==> src/rtl/dphy_lane_pkg.sv <==
package dphy_lane_pkg;
  typedef enum logic [2:0] {
    SEQ_STOP,
    SEQ_LP01,
    SEQ_LP00,
    SEQ_ZERO,
    SEQ_SYNC,
    SEQ_LOAD,
    SEQ_SHIFT,
    SEQ_TRAIL
  } seq_state_t;

  localparam logic [1:0] LINE_STOP = 2'b11;
  localparam logic [1:0] LINE_REQ  = 2'b01;
  localparam logic [1:0] LINE_BRG  = 2'b00;
endpackage

==> src/rtl/phase_timer.sv <==
module phase_timer #(
  parameter int CNT_W = 8
) (
  input  logic             clk,
  input  logic             rst,
  input  logic             load,
  input  logic [CNT_W-1:0] load_val,
  output logic             done
);
  logic [CNT_W-1:0] cnt_q;

  always_ff @(posedge clk) begin
    if (rst) begin
      cnt_q <= '0;
    end else if (load) begin
      cnt_q <= load_val;
    end else if (cnt_q != '0) begin
      cnt_q <= cnt_q - CNT_W'(1);
    end
  end

  assign done = (cnt_q == '0);

  // the count parks at zero until reloaded
  assert_timer_floor_R2: assert property (@(posedge clk) disable iff (rst)
    (done && !load) |=> done);
endmodule

==> src/rtl/bit_serializer.sv <==
module bit_serializer #(
  parameter int BYTE_W = 8,
  localparam int IDX_W = $clog2(BYTE_W)
) (
  input  logic              clk,
  input  logic              rst,
  input  logic              load,
  input  logic [BYTE_W-1:0] load_byte,
  input  logic [IDX_W-1:0]  load_idx,
  input  logic              step,
  output logic              cur_bit,
  output logic              at_end
);
  logic [BYTE_W-1:0] sh_q;
  logic [IDX_W-1:0]  idx_q;

  always_ff @(posedge clk) begin
    if (rst) begin
      sh_q  <= '0;
      idx_q <= '0;
    end else if (load) begin
      sh_q  <= load_byte;
      idx_q <= load_idx;
    end else if (step) begin
      idx_q <= at_end ? '0 : idx_q + IDX_W'(1);
    end
  end

  assign cur_bit = sh_q[idx_q];
  assign at_end  = (idx_q == IDX_W'(BYTE_W - 1));

  // the bit position only moves on a step or a load
  assert_idx_hold_R5: assert property (@(posedge clk) disable iff (rst)
    (!load && !step) |=> $stable(idx_q));
endmodule

==> src/rtl/dphy_burst_seq.sv <==
module dphy_burst_seq
  import dphy_lane_pkg::*;
#(
  parameter int              LEN_W     = 8,
  parameter int              BYTE_W    = 8,
  parameter logic [BYTE_W-1:0] SYNC_WORD = 8'hB8
) (
  input  logic              clk,
  input  logic              rst,
  input  logic              start_req,
  input  logic [LEN_W-1:0]  cfg_lp01_len,
  input  logic [LEN_W-1:0]  cfg_lp00_len,
  input  logic [LEN_W-1:0]  cfg_zero_len,
  input  logic [LEN_W-1:0]  cfg_trail_len,
  input  logic [BYTE_W-1:0] pay_data,
  input  logic              pay_valid,
  input  logic              pay_last,
  output logic              pay_ready,
  output logic [1:0]        lp_state,
  output logic              hs_en,
  output logic              hs_bit
);
  localparam int IDX_W = $clog2(BYTE_W);

  function automatic logic [LEN_W-1:0] eff_len(input logic [LEN_W-1:0] v);
    return (v == '0) ? LEN_W'(1) : v;
  endfunction

  seq_state_t st_q, st_n;
  logic [LEN_W-1:0] lp00_q, zero_q, trail_q;
  logic [LEN_W-1:0] trail_eff;
  logic             last_q, last_n;
  logic             tbit_q, tbit_n;
  logic [1:0]       lp_q, lp_n;
  logic             en_q, en_n, bit_q, bit_n;

  logic             tm_load, tm_done;
  logic [LEN_W-1:0] tm_val;
  logic             ser_load, ser_step, ser_bit, ser_end;
  logic [BYTE_W-1:0] ser_byte;
  logic [IDX_W-1:0]  ser_idx;

  phase_timer #(.CNT_W(LEN_W)) u_timer (
    .clk(clk), .rst(rst), .load(tm_load), .load_val(tm_val), .done(tm_done)
  );

  bit_serializer #(.BYTE_W(BYTE_W)) u_ser (
    .clk(clk), .rst(rst), .load(ser_load), .load_byte(ser_byte),
    .load_idx(ser_idx), .step(ser_step), .cur_bit(ser_bit), .at_end(ser_end)
  );

  assign trail_eff = eff_len(trail_q);

  always_comb begin
    st_n     = st_q;
    tm_load  = 1'b0;
    tm_val   = '0;
    ser_load = 1'b0;
    ser_step = 1'b0;
    ser_byte = SYNC_WORD;
    ser_idx  = '0;
    last_n   = last_q;
    tbit_n   = tbit_q;
    lp_n     = LINE_BRG;
    en_n     = 1'b1;
    bit_n    = 1'b0;
    unique case (st_q)
      SEQ_STOP: begin
        lp_n = LINE_STOP;
        en_n = 1'b0;
        if (start_req) begin
          st_n    = SEQ_LP01;
          tm_load = 1'b1;
          tm_val  = eff_len(cfg_lp01_len) - LEN_W'(1);
        end
      end
      SEQ_LP01: begin
        lp_n = LINE_REQ;
        en_n = 1'b0;
        if (tm_done) begin
          st_n    = SEQ_LP00;
          tm_load = 1'b1;
          tm_val  = eff_len(lp00_q) - LEN_W'(1);
        end
      end
      SEQ_LP00: begin
        en_n = 1'b0;
        if (tm_done) begin
          st_n    = SEQ_ZERO;
          tm_load = 1'b1;
          tm_val  = eff_len(zero_q) - LEN_W'(1);
        end
      end
      SEQ_ZERO: begin
        if (tm_done) begin
          st_n     = SEQ_SYNC;
          ser_load = 1'b1;
        end
      end
      SEQ_SYNC: begin
        bit_n    = ser_bit;
        ser_step = 1'b1;
        if (ser_end) st_n = SEQ_LOAD;
      end
      SEQ_LOAD: begin
        if (pay_valid) begin
          bit_n    = pay_data[0];
          ser_load = 1'b1;
          ser_byte = pay_data;
          ser_idx  = IDX_W'(1);
          last_n   = pay_last;
          st_n     = SEQ_SHIFT;
        end else begin
          // no byte at the slot: this cycle is the first trail cycle
          bit_n  = ~bit_q;
          tbit_n = ~bit_q;
          if (trail_eff == LEN_W'(1)) begin
            st_n = SEQ_STOP;
          end else begin
            st_n    = SEQ_TRAIL;
            tm_load = 1'b1;
            tm_val  = trail_eff - LEN_W'(2);
          end
        end
      end
      SEQ_SHIFT: begin
        bit_n    = ser_bit;
        ser_step = 1'b1;
        if (ser_end) begin
          if (last_q) begin
            st_n    = SEQ_TRAIL;
            tm_load = 1'b1;
            tm_val  = trail_eff - LEN_W'(1);
            tbit_n  = ~ser_bit;
          end else begin
            st_n = SEQ_LOAD;
          end
        end
      end
      SEQ_TRAIL: begin
        bit_n = tbit_q;
        if (tm_done) st_n = SEQ_STOP;
      end
      default: begin
        st_n = SEQ_STOP;
        lp_n = LINE_STOP;
        en_n = 1'b0;
      end
    endcase
  end

  always_ff @(posedge clk) begin
    if (rst) begin
      st_q    <= SEQ_STOP;
      lp00_q  <= '0;
      zero_q  <= '0;
      trail_q <= '0;
      last_q  <= 1'b0;
      tbit_q  <= 1'b0;
      lp_q    <= LINE_STOP;
      en_q    <= 1'b0;
      bit_q   <= 1'b0;
    end else begin
      st_q   <= st_n;
      last_q <= last_n;
      tbit_q <= tbit_n;
      lp_q   <= lp_n;
      en_q   <= en_n;
      bit_q  <= bit_n;
      if (st_q == SEQ_STOP && start_req) begin
        lp00_q  <= cfg_lp00_len;
        zero_q  <= cfg_zero_len;
        trail_q <= cfg_trail_len;
      end
    end
  end

  assign pay_ready = (st_q == SEQ_LOAD);
  assign lp_state  = lp_q;
  assign hs_en     = en_q;
  assign hs_bit    = bit_q;

  // leaving the stop state must go through LP01 first
  assert_stop_exit_R2: assert property (@(posedge clk) disable iff (rst)
    (lp_state == LINE_STOP) |=> (lp_state == LINE_STOP || lp_state == LINE_REQ));

  // LP01 is followed by LP01 or LP00, never by high speed directly
  assert_req_next_R2: assert property (@(posedge clk) disable iff (rst)
    (lp_state == LINE_REQ) |=> (!hs_en && (lp_state == LINE_REQ || lp_state == LINE_BRG)));

  // the single-ended pair sits at 00 while high speed is driven
  assert_hs_pair_low_R3: assert property (@(posedge clk) disable iff (rst)
    hs_en |-> (lp_state == LINE_BRG));

  // bytes are asked for only inside the high-speed burst
  assert_ready_in_burst_R6: assert property (@(posedge clk) disable iff (rst)
    pay_ready |-> hs_en);

  // the end of high speed lands directly in the stop state
  assert_hs_exit_stop_R8: assert property (@(posedge clk) disable iff (rst)
    $fell(hs_en) |-> (lp_state == LINE_STOP));

  // a high-speed zero run is never followed by a return to LP01
  assert_no_reentry_R11: assert property (@(posedge clk) disable iff (rst)
    hs_en |=> (lp_state != LINE_REQ));
endmodule

==> config.mk <==
export PLATFORM = sky130hd
export DESIGN_NAME = dphy_burst_seq
export DESIGN_NICKNAME = d
export VERILOG_FILES = /design/src/rtl/dphy_lane_pkg.sv /design/src/rtl/phase_timer.sv /design/src/rtl/bit_serializer.sv /design/src/rtl/dphy_burst_seq.sv
export SDC_FILE = /design/constraint.sdc
export NUM_CORES = 1
export LEC_CHECK = 0
export BUFFER_PORTS_ARGS = -buffer_cell sky130_fd_sc_hd__buf_2
export CAP_MARGIN = 20
export CORE_MARGIN = 2
export CORE_UTILIZATION = 27
export DETAILED_ROUTE_END_ITERATION = 10
export REMOVE_ABC_BUFFERS = 1
export SYNTH_ARGS = -nofsm -noshare
export SYNTH_HDL_FRONTEND = slang
export SYNTH_HIERARCHICAL = 1
export SYNTH_SLANG_ARGS = --single-unit
==> constraint.sdc <==
create_clock -name clk -period 5.95 [get_ports clk]
set_clock_uncertainty 0.2 [all_clocks]
set_input_delay 1.19 -clock clk [delete_from_list [all_inputs] [get_ports clk]]
set_output_delay 1.19 -clock clk [all_outputs]
set_load 0.02 [all_outputs]
==> impl_metrics.py, run 1 <==
metrics = {
    "finish": {
        "drive_gt1_frac": 0.168,
        "areaGrowthSynthToFinish_pct": 16.6,
        "layout_common_cells": "nand2_1 (71), dfxtp_1 (52), buf_2 (49)",
        "final_nets": 512,
        "final_common_cell": "nand2_1",
        "fin_cells": 606,
        "final_area_um2": 3840,
        "antenna_cells": 0,
    },
    "clock_tree": {
        "cts_hold_buf": 0,
        "cts_root_buf": "clkbuf_16",
        "cts.path.max_buffers": 2,
        "clk-insertion-delay-late_ns": 0.29,
        "htree_levels": 2,
        "ctsResizeCount": 0,
        "cts_tree": "yes",
        "path_clk_slew_ns": 0.07,
        "postCtsSetupBuffers": 0,
        "cts.sinks": 52,
        "numCtsBuffers": 5,
    },
    "sta": {
        "fmax_mhz": 254,
        "setup_ws_ns": 2.02,
        "fin_setup_tns_ns": 0,
        "tightest_slew_ns": 1.02,
        "slew_headroom": 0.318,
        "hold_viol_final": 0,
        "maxSlewViolCount": 0,
        "fin_crit_sh": 0.661,
        "finalSetupViolations": 0,
        "finalCriticalPeriod_ns": 3.93,
        "rsz0062_at_grt": "false",
    },
    "setup_path": {
        "cp-end-kind": "register",
        "crit_type": "reg2reg",
        "critPathMaxStageDelay_ns": 0.61,
        "rr_endpoint": "u_timer/cnt_q[5]",
        "cpMaxStageDelayCell": "or4_4",
        "crit_path_frequent_cell": "o41ai_4",
        "critical_path_required_ns": 5.95,
        "startpoint_type": "register",
        "path_cells": "or4_4 > o41ai_4 > ha_1 > inv_1 > o41ai_4 > nor2_2 > nor2_1 > nand3_1 > or2_2 > o32ai_1",
        "cp_max_fo": 14,
        "reg2reg_from": "trail_q[5]",
        "cp.arrival_ns": 3.93,
        "rr_worst_depth": 10,
        "r2r_slack_ns": 2.02,
    },
    "min_path": {
        "holdPathEnd": "trail_q[0]",
        "hp-start": "trail_q[0]",
        "worstHoldPathType": "reg2reg",
        "hold_path_depth": 2,
    },
    "power_and_ir_drop": {
        "p_total_mw": 1.46,
        "pwr_density_cell_nw_per_um2": 380,
        "p_leak_nw": 1.46,
        "ir_drop_uv": 155,
    },
    "route": {
        "drt-pass1-iter-count": 4,
        "vias": 3094,
        "wl_per_cell_um": 14.3,
        "avgViaCountPerCell": 5.11,
        "routed_wl_um": 8650,
        "first_iter_violations": 119,
        "drc": 0,
        "ant_nets": 0,
    },
    "status": {
        "outcome": "finished, final reports clean",
    },
    "global_routing": {
        "grt_overflow_total": 0,
        "grt_max_degree": 56,
        "grt_pass1_wl_um": 14200,
        "track_usage": 0.132,
        "grt_pass1_vias": 2971,
        "antenna_found_initial": 0,
    },
    "placement": {
        "hpwl_um": 6430,
        "placed_cells": 597,
        "io_buffer_count": 49,
        "pre_cts_slack_ns": 2.06,
        "finalWeightedCongestion": 0.821,
        "dpl-instance-area_um2": 3650,
    },
    "floorplan": {
        "die-height_um": 115,
        "core_um2": 12000,
        "std_cell_rows": 40,
        "io_pins": 50,
        "die-area_um2": 13100,
        "die_w_um": 115,
        "start_util": 0.276,
    },
    "yosys": {
        "synth-seq-cells": 52,
        "yosys_warnings": 6,
        "synth.distinct_cells": 61,
        "syn_avg_cell_area_um2": 7.83,
        "synth_flop_cell": "dfxtp_1",
        "synth_edf_count": 0,
        "netlist_area_um2": 3300,
        "syn_inst": 421,
        "yosysSeqAreaShare": 0.316,
        "async_reset_ff_frac": 0,
    },
    "run": {
        "max_cap_violations": 0,
    },
}
[routing by layer]
layer,track usage,routed length (µm),vias to the layer above
met5,0,0,-
met3,0.0185,349,13
met4,0.0390,148,0
met2,0.229,4110,70
met1,0.169,4030,1449
li1,-,-,1562
[how the worst max path moves through the flow]
stage	end	slack, ns	cells past startpoint	start
finish	u_timer/cnt_q[5]	2.02	10	trail_q[5]
global route	u_timer/cnt_q[5]	1.76	10	trail_q[5]
CTS	u_timer/cnt_q[5]	2.03	10	trail_q[5]
detailed placement	u_timer/cnt_q[5]	2.06	10	trail_q[5]
global placement	u_timer/cnt_q[5]	2.19	10	trail_q[5]
floorplan	u_timer/cnt_q[3]	2.50	10	trail_q[5]
[final cells by class]
cell class              instances  area [µm²]
clock buffers                   5         125
inverters                      19        71.3
fillers                      1280        8120
repair buffers                 52         288
flip-flops and latches         52        1040
clock inverters                 3        42.5
multi-input cells             328        2090
well taps                     147         184
[cells in the mapped netlist (3+ instances only)]
cell      instances  area, µm²
nor4_1            5       31.3
ha_1              9        113
xor2_1            3       26.3
a21oi_1          38        190
mux2_2            3       33.8
nor3b_1           7       52.6
nand2b_1          7       43.8
and2_1            5       31.3
nand3b_1          3       22.5
inv_1            18       67.6
o22ai_1           4       25.0
o21ai_0          13       65.1
nor2b_1           9       56.3
nor3_1           12       60.1
or3_1             3       18.8
nor2_1           34        128
o211ai_1          6       45.0
and3_1            4       25.0
a22oi_1           5       37.5
or2_2             4       25.0
xnor2_1          10       87.6
nand3_1           6       30.0
o32ai_1           5       43.8
a211oi_1          4       30.0
clkbuf_1         21       78.8
nand2_1          71        267
dfxtp_1          52       1040
mux2i_1          17        170
[critical path, delay by kind of cell (launching register included)]
family / cells / cell delay, ns
buf+inv: 1 / 0.07
compound gates: 3 / 1.09
fa+ha+maj: 1 / 0.23
simple gates: 5 / 1.89
flops: 1 / 0.35
[stage by stage]
stage / utilization / hold WS (ns)
after floorplan: - / 0.243
after global placement: 0.305 / 0.265
after detailed placement: 0.305 / 0.272
after CTS: 0.319 / 0.283
after global routing: 0.321 / 0.319
final: 0.321 / 0.288
[cells by family (layout without fill, tap and decap cells)]
family | Yosys count | in the layout | share of synthesized area
xor gates and xnor gates | 13 | 13 | 0.0345
and+or+nand+nor | 185 | 185 | 0.283
DFF | 52 | 52 | 0.316
other | 1 | 2 | 0.00114
buffers and inverters | 42 | 79 | 0.0505
adders and majority gates | 9 | 9 | 0.0342
AOI/OAI and AO/OA | 97 | 97 | 0.203
muxes | 22 | 22 | 0.0778
[state kept, by name, summed over array words and instances (netlist names)]
register and cells:
hs_bit 1, hs_en 1, last_q 1, lp00_q 8, lp_state 2, st_q 3
tbit_q 1, trail_q 8, u_ser/idx_q 3, u_ser/sh_q 8, u_timer/cnt_q 8, zero_q 8
[report_power, final]
group	leakage [nW]	internal, mW	switching (mW)	total (mW)
combinational	0.955	0.265	0.372	0.638
sequential	0.425	0.406	0.0821	0.488
clock	0.0798	0.198	0.136	0.334
Note: power is estimated with default switching activity, not from simulation.
==> inputs of run 2 (changes only) <==
==> constraint.sdc (replaced) <==
create_clock -name clk -period 4.03 [get_ports clk]
set_clock_uncertainty 0.2 [all_clocks]
set_input_delay 0.806 -clock clk [delete_from_list [all_inputs] [get_ports clk]]
set_output_delay 0.806 -clock clk [all_outputs]
set_load 0.02 [all_outputs]
==> impl_metrics.py, run 2 (synthesis gave the netlist of run 1 again) <==
metrics = {
    "status": {
        "outcome": "finished, final reports clean",
    },
    "clock_tree": {
        "cts.sinks": 52,
        "cts_tree": "yes",
        "cts.path.max_buffers": 2,
        "htree_levels": 2,
        "path_clk_slew_ns": 0.08,
        "cts_hold_buf": 0,
        "clk-insertion-delay-late_ns": 0.30,
        "cts_root_buf": "clkbuf_16",
        "numCtsBuffers": 5,
    },
    "finish": {
        "antenna_cells": 0,
        "final_core_util": 0.322,
        "areaGrowthSynthToFinish_pct": 16.7,
        "drive_gt1_frac": 0.177,
        "fillerInstances": 1253,
        "final_common_cell": "nand2_1",
        "final_nets": 516,
        "layout_common_cells": "nand2_1 (71), dfxtp_1 (52), buf_2 (49)",
    },
    "sta": {
        "fmax_mhz": 270,
        "finalCriticalPeriod_ns": 3.70,
        "rsz0062_at_grt": "false",
        "slew_headroom": 0.569,
        "tightest_slew_ns": 0.646,
        "finalSetupViolations": 0,
        "fin_crit_sh": 0.919,
        "maxSlewViolCount": 0,
        "hold_viol_final": 0,
        "fin_setup_tns_ns": 0,
    },
    "floorplan": {
        "io_pins": 50,
        "std_cell_rows": 40,
        "die-height_um": 115,
        "die-area_um2": 13100,
        "die_w_um": 115,
        "start_util": 0.276,
        "core_um2": 12000,
    },
    "setup_path": {
        "critical_path_required_ns": 4.03,
        "crit_type": "reg2reg",
        "startpoint_type": "register",
        "cp_max_fo": 9,
        "r2r_slack_ns": 0.33,
        "cp-end-kind": "register",
        "cp.arrival_ns": 3.70,
    },
    "route": {
        "first_iter_violations": 135,
        "ant_nets": 0,
        "wl_per_cell_um": 14.2,
        "routed_wl_um": 8650,
        "drc": 0,
        "drt-pass1-iter-count": 4,
        "vias": 3099,
        "avgViaCountPerCell": 5.08,
    },
    "run": {
        "max_cap_violations": 0,
    },
    "global_routing": {
        "antenna_found_initial": 0,
        "grt_max_degree": 31,
        "grt_pass1_wl_um": 14900,
        "track_usage": 0.138,
        "grt_overflow_total": 0,
        "grt_pass1_vias": 3074,
    },
    "power_and_ir_drop": {
        "p_leak_nw": 1.47,
        "pwr_density_cell_nw_per_um2": 554,
        "ir_drop_uv": 201,
    },
    "min_path": {
        "worstHoldPathType": "reg2reg",
    },
    "placement": {
        "io_buffer_count": 49,
        "finalWeightedCongestion": 0.885,
        "hpwl_um": 6650,
    },
}
==> run 2: changes by cell type in the layout (fill, tap and decap cells not counted), sizes merged <==
cell | before | now
buf | 52 | 56
inv | 18 | 21
bufinv | 1 | 0
clkinv | 2 | 1
clkinvlp | 1 | 0
==> run 2: stage by stage <==
| stage | cells | total power [mW] | setup WS [ns] | hold slack [ns] | instance area [µm²] |
|---|---|---|---|---|---|
| final | 610 | 2.13 | 0.327 | 0.286 | 3850 |
| after global routing | 610 | 2.30 | 0.0622 | 0.316 | 3850 |
| after CTS | 610 | 2.13 | 0.322 | 0.288 | 3840 |
| after detailed placement | 602 | 1.67 | 0.339 | 0.276 | 3690 |
| after global placement | 602 | 1.65 | 0.486 | 0.271 | 3690 |
| after floorplan | 399 | 1.39 | 0.575 | 0.243 | 3210 |
==> run 2: layout make-up <==
| class | count | area, µm² | share of cell area |
|---|---|---|---|
| multi-input cells | 328 | 2100 | 0.546 |
| flip-flops and latches | 52 | 1040 | 0.271 |
| repair buffers | 56 | 298 | 0.0774 |
| well taps | 147 | 184 | 0.0478 |
| clock buffers | 5 | 125 | 0.0325 |
| inverters | 19 | 71.3 | 0.0185 |
| clock inverters | 3 | 28.8 | 0.00748 |
==> run 2: path summary, 6_finish.rpt <==
path | startpoint | endpoint | cells past startpoint
max | trail_q[5] | u_timer/cnt_q[3] | 10
min | lp00_q[0] | lp00_q[0] | 2
max reg2reg | trail_q[5] | u_timer/cnt_q[3] | 10
min reg2reg | lp00_q[0] | lp00_q[0] | 2
==> run 2: what timing repair did <==
action	4_1_cts	5_1_grt
resized for setup	0	1
endpoints found under the setup margin	0	1
setup buffers	0	0
==> run 2: power breakdown <==
group	total, mW	internal [mW]	switching (mW)
combinational	0.955	0.397	0.558
sequential	0.719	0.600	0.119
clock	0.457	0.240	0.217
==> run 2: routing by layer <==
| layer | vias up | wire (µm) | track usage |
|---|---|---|---|
| li1 | 1573 | - | - |
| met1 | 1464 | 4150 | 0.180 |
| met4 | 0 | 120 | 0.0488 |
| met2 | 54 | 4100 | 0.230 |
| met5 | - | 0 | 0 |
| met3 | 8 | 288 | 0.0217 |
==> run 2: worst max-delay path, stage by stage (launching register included) <==
cell     delay, ns
dfxtp_1       0.35
or4_4         0.61
o41ai_4       0.37
ha_1          0.22
inv_1         0.07
o41ai_4       0.45
nor2_2        0.14
nor2_1        0.30
nand3_2       0.24
or2_2         0.39
o32ai_1       0.28
==> inputs of run 3 (changes only) <==
--- a/config.mk
+++ b/config.mk
@@ -5,6 +5,7 @@
 export SDC_FILE = /design/constraint.sdc
 export NUM_CORES = 1
 export LEC_CHECK = 0
+export ABC_AREA = 1
 export BUFFER_PORTS_ARGS = -buffer_cell sky130_fd_sc_hd__buf_2
 export CAP_MARGIN = 20
 export CORE_MARGIN = 2
==> constraint.sdc (replaced) <==
create_clock -name clk -period 3.5 [get_ports clk]
set_clock_uncertainty 0.2 [all_clocks]
set_input_delay 0.7 -clock clk [delete_from_list [all_inputs] [get_ports clk]]
set_output_delay 0.7 -clock clk [all_outputs]
set_load 0.02 [all_outputs]
==> impl_metrics.py, run 3 <==
metrics = {
    "status": {
        "outcome": "finished, final reports clean",
    },
    "sta": {
        "setup_ws_ns": 0.709,
        "fmax_mhz": 358,
        "tightest_slew_ns": 0.825,
        "slew_headroom": 0.449,
        "fin_setup_tns_ns": 0,
        "hold_viol_final": 0,
        "maxSlewViolCount": 0,
        "finalSetupViolations": 0,
        "fin_crit_sh": 0.798,
        "finalCriticalPeriod_ns": 2.79,
        "rsz0062_at_grt": "false",
    },
    "yosys": {
        "syn_inst": 545,
        "synth_compound_area_frac": 0.169,
        "synthMuxAreaShare": 0,
        "synth_top_area_share": 0.305,
        "async_reset_ff_frac": 0,
        "synth_area_leaders": "dfxtp_1 (31%), nand2_1 (13%), inv_1 (8.0%)",
        "synth_simple_gate_area_share": 0.350,
        "synthXorXnorAreaFrac": 0.0257,
        "synth_top_family_by_area": "simple AND/OR/NAND/NOR gates",
        "synth_edf_count": 0,
        "synth_flop_cell": "dfxtp_1",
        "synthAdderAreaFrac": 0.0330,
        "synth_common_cells": "nand2_1 (122), inv_1 (73), nor2_1 (59)",
        "syn_avg_cell_area_um2": 6.26,
        "yosysSeqAreaShare": 0.305,
        "synth_most_common_cell": "nand2_1",
        "netlist_area_um2": 3410,
        "yosys_warnings": 6,
        "yosys.area.top_type": "dfxtp_1",
        "synth.distinct_cells": 32,
        "synth-seq-cells": 52,
    },
    "route": {
        "top_layer": "met4",
        "avgViaCountPerCell": 4.56,
        "routed_wl_um": 8860,
        "vias": 3475,
        "ant_nets": 0,
        "drt-pass1-iter-count": 5,
        "first_iter_violations": 162,
        "met1_length_um": 4450,
        "wl_per_cell_um": 11.6,
        "drc": 0,
        "route.met3.wl_um": 407,
        "met2_length_um": 3870,
    },
    "placement": {
        "hpwl_um": 6830,
        "pre_cts_slack_ns": 0.764,
        "finalWeightedCongestion": 0.852,
        "io_buffer_count": 49,
        "placed_cells": 756,
    },
    "global_routing": {
        "grt_overflow_total": 0,
        "track_usage": 0.136,
        "grt_pass1_vias": 3137,
        "grt_pass1_wl_um": 14600,
        "grt_max_degree": 30,
        "antenna_found_initial": 0,
    },
    "finish": {
        "final_nets": 645,
        "layout_common_cells": "nand2_1 (122), inv_1 (73), nor2_1 (59)",
        "fin_cells": 762,
        "drive_gt1_frac": 0.151,
        "areaGrowthSynthToFinish_pct": 16.4,
        "final_common_cell": "nand2_1",
        "antenna_cells": 0,
    },
    "floorplan": {
        "die-area_um2": 13500,
        "die-height_um": 116,
        "io_pins": 50,
        "std_cell_rows": 41,
        "start_util": 0.274,
        "die_w_um": 116,
        "core_um2": 12500,
    },
    "power_and_ir_drop": {
        "p_leak_nw": 1.89,
        "pwr_density_cell_nw_per_um2": 717,
        "ir_drop_uv": 285,
    },
    "setup_path": {
        "crit_type": "reg2reg",
        "crit_family": "simple AND/OR/NAND/NOR gates",
        "cpMaxStageDelayCell": "o2111ai_1",
        "critical_path_required_ns": 3.50,
        "startpoint_type": "register",
        "cp-end-kind": "register",
        "cp_max_fo": 9,
        "path_buf_inv": 2,
        "path_cells": "nor2_1 > nand2_1 > o21ai_2 > ha_1 > inv_1 > nor2_1 > nand2_1 > nand3_2 > o2111ai_1 > inv_2 > o21ai_0 > nor3_1",
        "cp.arrival_ns": 2.79,
        "critPathMaxStageDelay_ns": 0.37,
    },
    "clock_tree": {
        "ctsResizeCount": 0,
        "postCtsSetupBuffers": 0,
        "cts_tree": "yes",
        "cts_root_buf": "clkbuf_16",
        "htree_levels": 2,
        "clk-insertion-delay-late_ns": 0.29,
        "cts.sinks": 52,
        "path_clk_slew_ns": 0.07,
        "cts_hold_buf": 0,
        "cts.path.max_buffers": 2,
        "numCtsBuffers": 5,
    },
    "run": {
        "max_cap_violations": 0,
    },
    "min_path": {
        "worstHoldPathType": "reg2reg",
    },
}
## run 3: cell count changes in the layout (fill, tap and decap cells not counted), sizes merged, moves of 7 or more
| cell | delta |
|---|---|
| inv | +66 |
| nand2 | +54 |
| o21ai | +45 |
| nand3 | +43 |
| nor2 | +30 |
| mux2i | -17 |
| nand4 | +9 |
| nor2b | -9 |
| nand2b | -7 |
| nor3b | -7 |
## run 3: final timing paths
path | start | depth (start not counted) | to | slack [ns]
worst max-delay path | trail_q[3] | 12 | u_timer/cnt_q[0] | 0.71
worst min-delay path | u_ser/sh_q[4] | 2 | u_ser/sh_q[4] | 0.26
worst max register to register | trail_q[3] | 12 | u_timer/cnt_q[0] | 0.71
worst min register to register | u_ser/sh_q[4] | 2 | u_ser/sh_q[4] | 0.26
## run 3: per-layer routing
metal  GRT usage  vias up
li1            -     1855
met1       0.185     1540
met2       0.218       71
met3      0.0259        9
met4      0.0444        0
met5           0        -
## run 3: worst register-to-register path: cells and delay by family (launching register included)
kind | cells | cell delay, ns
AOI/OAI and AO/OA | 3 | 0.80
adders and majority gates | 1 | 0.21
buffers and inverters | 2 | 0.27
DFF | 1 | 0.34
and+or+nand+nor | 6 | 0.87
## run 3: where the power goes
part	internal [mW]	leakage, nW	switching (mW)
registers	0.737	0.427	0.116
clock network	0.330	0.0757	0.214
logic	0.499	1.39	0.949
total	1.57	1.89	1.28
## run 3: stage by stage
stage | total power, mW | cell area (µm²) | hold WS, ns | utilization
after floorplan | 1.96 | 3350 | 0.229 | -
after global placement | 2.30 | 3810 | 0.246 | 0.306
after detailed placement | 2.30 | 3810 | 0.252 | 0.306
after CTS | 2.85 | 3970 | 0.261 | 0.318
after global routing | 3.10 | 3970 | 0.283 | 0.318
final | 2.85 | 3970 | 0.257 | 0.318
## run 3: kinds of logic (layout without fill, tap and decap cells)
logic type / after synthesis / in the layout
and+or+nand+nor: 265 / 265
other: 1 / 2
AOI/OAI and AO/OA: 109 / 109
buffers and inverters: 99 / 143
DFF: 52 / 52
xor gates and xnor gates: 10 / 10
adders and majority gates: 9 / 9
## run 3: final cells by class
type,count,area (µm²)
Fill cell,1408,8500
Multi-Input combinational cell,395,1980
Sequential cell,52,1040
Inverter,87,327
Timing Repair Buffer,50,253
Tap cell,172,215
Clock buffer,5,125
Clock inverter,1,30.0
